## src/rtl/hrs_pkg.sv

```systemverilog
package hrs_pkg;

    typedef enum logic [1:0] {
        RS_IDLE = 2'd0,
        RS_CONV = 2'd1,
        RS_CLR  = 2'd2
    } rd_state_e;

endpackage

```

## src/rtl/hrs_tstamp_ctr.sv

```systemverilog
module hrs_tstamp_ctr #(
    parameter int W = 15
) (
    input  logic         clk,
    input  logic         rst_n,
    output logic [W-1:0] count
);
    logic [W-1:0] cnt_d, cnt_q;

    always_comb begin
        cnt_d = cnt_q + 1'b1;
    end

    always_ff @(posedge clk) begin
        if (!rst_n) cnt_q <= '0;
        else        cnt_q <= cnt_d;
    end

    assign count = cnt_q;
endmodule

```

## src/rtl/hrs_chan_bank.sv

```systemverilog
module hrs_chan_bank #(
    parameter int NCH = 128,
    parameter int TSW = 15,
    parameter int AW  = $clog2(NCH)
) (
    input  logic           clk,
    input  logic           rst_n,
    input  logic [NCH-1:0] fast_cmp,
    input  logic [NCH-1:0] thr_cmp,
    input  logic [TSW-1:0] ts_now,
    input  logic [NCH-1:0] clr,
    input  logic [AW-1:0]  rd_sel,
    output logic [NCH-1:0] pend,
    output logic [NCH-1:0] hit,
    output logic [TSW-1:0] rd_ts,
    output logic           rd_tsv
);
    logic [TSW-1:0] ts_arr  [NCH];
    logic           tsv_arr [NCH];

    for (genvar i = 0; i < NCH; i++) begin : g_ch
        typedef struct packed {
            logic           hit;
            logic           pend;
            logic           tsv;
            logic [TSW-1:0] ts;
        } ch_t;

        ch_t  ch_d, ch_q;
        logic near;

        // Neighbour pull-in, no wrap at the array ends
        if (i == 0) begin : g_lo
            assign near = thr_cmp[i] | thr_cmp[i+1];
        end else if (i == NCH-1) begin : g_hi
            assign near = thr_cmp[i] | thr_cmp[i-1];
        end else begin : g_mid
            assign near = thr_cmp[i] | thr_cmp[i-1] | thr_cmp[i+1];
        end

        always_comb begin
            ch_d      = ch_q;
            ch_d.hit  = (ch_q.hit  & ~clr[i]) | thr_cmp[i];
            ch_d.pend = (ch_q.pend & ~clr[i]) | near;
            if (clr[i]) begin
                ch_d.tsv = 1'b0;
                ch_d.ts  = '0;
            end
            if (fast_cmp[i] && (!ch_q.tsv || clr[i])) begin
                ch_d.tsv = 1'b1;
                ch_d.ts  = ts_now;
            end
        end

        always_ff @(posedge clk) begin
            if (!rst_n) ch_q <= '0;
            else        ch_q <= ch_d;
        end

        assign pend[i]    = ch_q.pend;
        assign hit[i]     = ch_q.hit;
        assign ts_arr[i]  = ch_q.ts;
        assign tsv_arr[i] = ch_q.tsv;
    end

    assign rd_ts  = ts_arr[rd_sel];
    assign rd_tsv = tsv_arr[rd_sel];
endmodule

```

## src/rtl/hrs_low_pick.sv

```systemverilog
module hrs_low_pick #(
    parameter int N  = 128,
    parameter int AW = $clog2(N)
) (
    input  logic [N-1:0]  vec,
    output logic          found,
    output logic [AW-1:0] idx
);
    always_comb begin
        idx = '0;
        for (int i = N-1; i >= 0; i--) begin
            if (vec[i]) idx = i[AW-1:0];
        end
        found = |vec;
    end
endmodule

```

## src/rtl/hit_readout_seq.sv

```systemverilog
module hit_readout_seq #(
    parameter int NCH = 128,
    parameter int TSW = 15,
    parameter int ADW = 12,
    localparam int AW = $clog2(NCH),
    localparam int WW = 1 + TSW + AW + ADW
) (
    input  logic           clk,
    input  logic           rst_n,
    input  logic [NCH-1:0] fast_cmp,
    input  logic [NCH-1:0] thr_cmp,
    input  logic           adc_done,
    input  logic [ADW-1:0] adc_data,
    output logic           trig_or,
    output logic [AW-1:0]  mux_sel,
    output logic           adc_start,
    output logic [NCH-1:0] ch_rst,
    output logic           word_valid,
    output logic [WW-1:0]  word_data
);
    import hrs_pkg::*;

    typedef struct packed {
        rd_state_e     st;
        logic [AW-1:0] sel;
        logic          start;
        logic          wvalid;
        logic [WW-1:0] wdata;
    } seq_t;

    seq_t seq_d, seq_q;

    logic [TSW-1:0] ts_now;
    logic [NCH-1:0] pend;
    logic [NCH-1:0] hit;
    logic [TSW-1:0] rd_ts;
    logic           rd_tsv;
    logic           any_pend;
    logic [AW-1:0]  low_idx;

    hrs_tstamp_ctr #(.W(TSW)) u_ctr (
        .clk   (clk),
        .rst_n (rst_n),
        .count (ts_now)
    );

    hrs_chan_bank #(.NCH(NCH), .TSW(TSW), .AW(AW)) u_bank (
        .clk      (clk),
        .rst_n    (rst_n),
        .fast_cmp (fast_cmp),
        .thr_cmp  (thr_cmp),
        .ts_now   (ts_now),
        .clr      (ch_rst),
        .rd_sel   (seq_q.sel),
        .pend     (pend),
        .hit      (hit),
        .rd_ts    (rd_ts),
        .rd_tsv   (rd_tsv)
    );

    hrs_low_pick #(.N(NCH), .AW(AW)) u_pick (
        .vec   (pend),
        .found (any_pend),
        .idx   (low_idx)
    );

    always_comb begin
        seq_d        = seq_q;
        seq_d.start  = 1'b0;
        seq_d.wvalid = 1'b0;
        unique case (seq_q.st)
            RS_IDLE: begin
                if (any_pend) begin
                    seq_d.sel   = low_idx;
                    seq_d.start = 1'b1;
                    seq_d.st    = RS_CONV;
                end
            end
            RS_CONV: begin
                if (adc_done) begin
                    seq_d.wvalid = 1'b1;
                    seq_d.wdata  = {rd_tsv, rd_ts, seq_q.sel, adc_data};
                    seq_d.st     = RS_CLR;
                end
            end
            RS_CLR: begin
                seq_d.st = RS_IDLE;
            end
            default: seq_d.st = RS_IDLE;
        endcase
    end

    always_ff @(posedge clk) begin
        if (!rst_n) begin
            seq_q    <= '0;
            seq_q.st <= RS_IDLE;
        end else begin
            seq_q <= seq_d;
        end
    end

    for (genvar i = 0; i < NCH; i++) begin : g_rst
        assign ch_rst[i] = seq_q.wvalid && (seq_q.sel == AW'(i));
    end

    assign trig_or    = |hit;
    assign mux_sel    = seq_q.sel;
    assign adc_start  = seq_q.start;
    assign word_valid = seq_q.wvalid;
    assign word_data  = seq_q.wdata;
endmodule

```

## config.mk

```make
export PLATFORM = sky130hd
export DESIGN_NAME = hit_readout_seq
export DESIGN_NICKNAME = d
export VERILOG_FILES = /design/src/rtl/hrs_pkg.sv /design/src/rtl/hrs_tstamp_ctr.sv /design/src/rtl/hrs_chan_bank.sv /design/src/rtl/hrs_low_pick.sv /design/src/rtl/hit_readout_seq.sv
export SDC_FILE = /design/constraint.sdc
export NUM_CORES = 2
export LEC_CHECK = 0
export BUFFER_PORTS_ARGS = -buffer_cell sky130_fd_sc_hd__buf_2
export CORE_MARGIN = 3
export CORE_UTILIZATION = 40
export CTS_BUF_LIST = sky130_fd_sc_hd__clkbuf_16
export DETAILED_ROUTE_END_ITERATION = 10
export HOLD_SLACK_MARGIN = 0.12
export PLACE_DENSITY = 0.6
export SLEW_MARGIN = 40
export SYNTH_ARGS = -nofsm -noshare
export SYNTH_HDL_FRONTEND = slang
export SYNTH_SLANG_ARGS = --single-unit
export TNS_END_PERCENT = 50
```

## constraint.sdc

```tcl
create_clock -name clk -period 2.9 [get_ports clk]
set_input_delay 0.145 -clock clk [delete_from_list [all_inputs] [get_ports clk]]
set_output_delay 0.145 -clock clk [all_outputs]
set_load 0.02 [all_outputs]
```

Word level (Yosys, flattened, before mapping)
Cells that the tools add are included.

Register bits after elaboration: 2365. Bits of input ports: 271. Output and inout bits: 173. Word-level logic and storage cells: 2587.

Add/sub/neg operators: 1. Magnitude comparators: 1. Eq/ne operators: 130. Muxes and demuxes: 394. Bitwise operators: 894. Reduce and logical (&&, ||, !) cells: 649.

Operators with widths (number): $mux W16 (256); $mux W7 (128); $or A1 B1 Y1 (509); $eq A7 B7 Y1 const B (64); $and A1 B1 Y1 (256); $logic_and A1 B1 Y1 (256); $reduce_bool A2 Y1 (128); $reduce_or A128 Y1 (2); $eq A7 B6 Y1 const B (32); $logic_not A1 Y1 (128); $logic_or A1 B1 Y1 (128); $not A1 Y1 (128); $eq A7 B5 Y1 const B (16); $bmux W15 S7 (1); $eq A7 B4 Y1 const B (8); $mux W36 (1); $mux W15 (2); $eq A7 B3 Y1 const B (4); $add A15 B1 Y15 const B (1); $eq A7 B2 Y1 const B (2); $mux W10 (1); $reduce_and A2 Y1 (5); $ge A8 B8 Y1 const B (1); $not A7 Y8 (1); other kinds (9) (11).

Depth between registers and ports, before layout
Depth in word-level cells: 130. Depth in mapped cells: 12. Mapped depth without buffers: 7.

Modules after synthesis
Synthesis repeated with hierarchy kept, for this count alone.

Cell total of the unflattened synthesis: 12464. Area, all modules: 115986.2 sq um.

Modules (own cells, without submodules): hrs_chan_bank (instances 1, cells an instance 11625, area an instance 110503.5 sq um, seq. area each 46124.2 sq um); hit_readout_seq (instances 1, cells an instance 464, area an instance 3115.5 sq um, seq. area each 920.9 sq um); hrs_low_pick (instances 1, cells an instance 300, area an instance 1697.9 sq um, seq. area each 0.0 sq um); hrs_tstamp_ctr (instances 1, cells an instance 75, area an instance 669.4 sq um, seq. area each 300.3 sq um).

Worst setup path after synthesis
No wires, ideal clock.

Path type: reg2reg. Start point: reg seq_q (netlist bit mux_sel[0]). End point: reg seq_q (netlist bit word_data[23]). Library setup time: 120 ps. Arrival: 2398 ps. Required time: 2780 ps. Slack: 382 ps. Cell stages (with the launch flop): 9. Buffers on the path: 4. Clock period less this slack: 2518 ps. Path through: dfxtp_1 buf_6 buf_6 buf_2 buf_2 mux4_2 mux4_2 o21ai_0 nor3_1.

Word-level cells in the longest chain between the ends: 4.

RTL lines: from (decl) (RTL line hit_readout_seq.sv:31) `seq_t seq_d, seq_q;`; from (signal assigned) (RTL line hit_readout_seq.sv:98) `seq_q <= seq_d;`; $not A7 Y8 (not written as such) (RTL line hrs_chan_bank.sv:66) `assign rd_ts = ts_arr[rd_sel];`; $bmux W15 S7 (RTL line hrs_chan_bank.sv:66); $mux W15 (not written as such) (2 in a row) (RTL line hrs_chan_bank.sv:66).

No other way between the ends. The select of a mux whose other input is x is not followed. A chain may end at the register's enable or synchronous reset.

Worst setup path after layout
Start point: reg seq_q (netlist bit mux_sel[0]). End point: reg seq_q (netlist bit word_data[20]).

The elaborated chain is that of the path after synthesis.

==> results.md <==
* Status: finished with violations
* Failing checks: negative setup slack
* Most common cell after layout, fill and taps aside: dfxtp_1
* WHS at 0.1614 ns
* # setup viols final at 13
* H-Tree Depth at 5
* Vias in the first global route at roughly 96000
* Critical path type: register to register
* Ys async rst share at 0%
* Placeable Area at 0.2720 mm²
* Worst Setup Start Kind: register
* Dpl cells at 15580
* Total CTS buffers at 270
* Final non-filler cell total at 16660
* Largest net degree at the start of global routing at 150
* Syn Inst Count at 12170
* Initial antenna violation count at 51
* Pleak at about 47 nW
* Final Cycle Share at 103.4%
* Die area at 0.2811 mm²
* Seq pwr share at 44.7%
* Switching power at 19.94 mW
* Crit path arrival time at 3.74 ns
* Number of synthesized register bits at 2365
* Critical Path Source: mux_sel[0]
* RSZ-0062 raised after global routing: yes
* Fin worst setup slack at -0.09815 ns
* Max-Cap Viols at 0
* I/O pin total at 444
* Fmax achieved at 333.5 MHz
* Max Buffers Root-to-Sink at 4
* VDD IR max at around 0.50 mV
* Worst slew pin tran at 0.9746 ns
* EDFF count, synth at 0
* Clk pwr share at 44.2%
* First drt pass iteration count at 6
* WL per Instance at 28.54 µm
* Register area share after synthesis at a little over two fifths
* Most frequent cells in the layout: 2342 x dfxtp_1, 2291 x nand2_1, 1936 x nand3_1
* Syn nets at 12450
* Share of post-route cells with drive strength above 1 at 19.08%
* Grt total ovfl at 0
* Layout Skew at 0.06150 ns
* PwrDens at ~560 mW/mm²
* Synthesized area per cell at 9.027 µm²
* Final worst path period need at around 3 ns
* Min-Delay Path Class: primary input to register
* Internal power at 55.54 mW
* Initial Utilization at 40.41%
* CTS Sinks at 2365
* Final Hold Fails at 0
* Antenna viol nets, final at 0
* Required time of the critical path at 3.64 ns
* CTS tree: built
* Drt drc at 0
* Most used DFF post-synth: dfxtp_1
* Synthesized area at around 0.11 mm²
* Row count at 191
* Worst r2r src: mux_sel[0]
* Min-delay src: thr_cmp[103]
* Comb power frac at 11.1%
* Fin nets at roughly 13000
* Worst-path clk slew at 0.07 ns
* GPL Wtd Cong at 0.9805
* Critical Path Fanout Max at 6
* Die Y at 530.2 µm
* Net Sw Frac at 26.41%
* Setup TNS at -0.5161 ns
* First-pass GRT wire length at 681200 µm
* Filler cells at 24620
* Distinct cell type count of the synthesized netlist at 68
* Layout area overhead at 22.60%
* Vias at 101700
* Final wirelength at 475500 µm
* Die width at about 530 µm
* Clock Latency Late Sink at 0.87 ns
* Drt via density at about 6
* Number of buffers added on ports at 443
* Post-DP HPWL at about 320000 µm
* Total track usage at around 33%
* Final Slew Violations at 0
* Root Buffer: clkbuf_16
* CP endpoint kind: register
* Initial DRC Count at 13010
* Slew HR at 34.96%
* Synth Warn # at 0
[worst max-delay path, cell delays in order, from the launching register on]
cell	delay, ns
dfxtp_4	0.43
buf_12	0.16
buf_16	0.16
buf_4	0.13
mux4_2	0.58
mux4_2	0.64
a22oi_2	0.17
nand4_1	0.26
a221oi_2	0.25
a21oi_1	0.09
[final timing paths]
path | endpoint | slack, ns | depth (start not counted)
min | u_bank.pend[104] | 0.16 | 4
min reg2reg | u_bank.g_ch[38].ch_q[5] | 0.46 | 2
max reg2reg | word_data[20] | -0.1 | 9
max | word_data[20] | -0.1 | 9
[flip-flops by register name, indices dropped and copies added, names as in the netlist]
name and count:
u_bank.pend 128, seq_q 2, mux_sel 7, adc_start 1, u_bank.hit 128, word_valid 1
word_data 35, u_ctr.count 15, u_bank.g_ch.ch_q 2048
[cell usage after synthesis, types with 6 or more instances]
| master | count | area (µm²) |
|---|---|---|
| o21ai_1 | 13 | 65.06 |
| buf_1 | 49 | 183.9 |
| buf_2 | 217 | 1086 |
| a21boi_0 | 1757 | 13190 |
| nand4_1 | 24 | 150.1 |
| o22ai_1 | 18 | 112.6 |
| nor2_1 | 67 | 251.5 |
| a22o_1 | 8 | 70.07 |
| xnor2_1 | 8 | 70.07 |
| buf_6 | 12 | 135.1 |
| nand2_1 | 2377 | 8922 |
| nor4_1 | 76 | 475.5 |
| nor2b_1 | 392 | 2452 |
| o31ai_1 | 10 | 75.07 |
| dfxtp_1 | 2365 | 47350 |
| a2111oi_0 | 129 | 1130 |
| a22oi_1 | 27 | 202.7 |
| nor3_1 | 39 | 195.2 |
| a21boi_1 | 188 | 1411 |
| or4_1 | 12 | 90.09 |
| a221oi_1 | 11 | 96.34 |
| o21ai_0 | 34 | 170.2 |
| and2_1 | 141 | 882.1 |
| nand2b_1 | 12 | 75.07 |
| mux4_2 | 626 | 14100 |
| clkbuf_1 | 1011 | 3795 |
| nand3_1 | 1937 | 9694 |
| mux2i_1 | 24 | 240.2 |
| nor3_2 | 6 | 60.06 |
| inv_1 | 152 | 570.6 |
| a21oi_1 | 294 | 1471 |
| mux2_2 | 12 | 135.1 |
| buf_4 | 49 | 367.9 |
[per-layer routing]
layer	wire, µm	GRT usage (%)	share of wire, %	vias up
met4	34940	21.10	7.3	36
met1	186000	42.19	39	50610
met3	48190	7.562	10	1205
met5	227	0	0.048	-
li1	-	-	-	44140
met2	206200	48.63	43	5695
[cell type report]
class                      instances  area, µm²  share of cell area (%)
clock inverter                   180       1340                  0.9946
sequential                      2365      47430                   35.20
timing repair buffer            1767      16360                   12.14
multi-input combinational       8318      57470                   42.66
antenna                           30      75.07                 0.05572
clock buffer                     279       6982                   5.182
tap                             3570       4467                   3.315
inverter                         153      601.8                  0.4467
[kinds of logic after synthesis]
logic type,synth area share [%]
AO/OA/AOI/OAI,16.73
XOR/XNOR,0.07970
adder cells (fa/ha/maj),0.01138
buffers and inverters,5.589
flip-flops,43.08
multiplexers,13.17
AND/OR/NAND/NOR,21.34
[power by group through the flow]
stage / sequential, mW / combinational, mW / clock (mW)
2_1_floorplan: 34.1 / 4.37 / 0
3_3_place_gp: 34.4 / 6.96 / 0
3_5_place_dp: 34.4 / 7.07 / 0
4_1_cts: 33.7 / 8.05 / 33.6
5_1_grt: 33.8 / 8.77 / 34.9
6_report: 33.7 / 8.39 / 33.4
[per-stage QoR]
step | power, mW | setup WS [ns] | instance area, µm² | util (%)
2_1_floorplan | 38.49 | 0.3818 | 109900 | -
3_3_place_gp | 41.37 | -0.6618 | 117900 | 43.37
3_5_place_dp | 41.50 | -0.6120 | 118000 | 43.40
4_1_cts | 75.34 | -0.1303 | 133800 | 49.19
5_1_grt | 77.41 | -0.09862 | 134700 | 49.52
6_report | 75.48 | -0.09815 | 134700 | 49.54
[what timing repair did]
action,4_1_cts,5_1_grt
resized for setup,377,112
hold endpoints to repair,2349,0
setup endpoints to repair,443,55
gates cloned,12,8
hold buffers,499,0
pin swaps,15,21
buffers inserted,85,19
No activity file was read; power rests on OpenSTA's default activity.
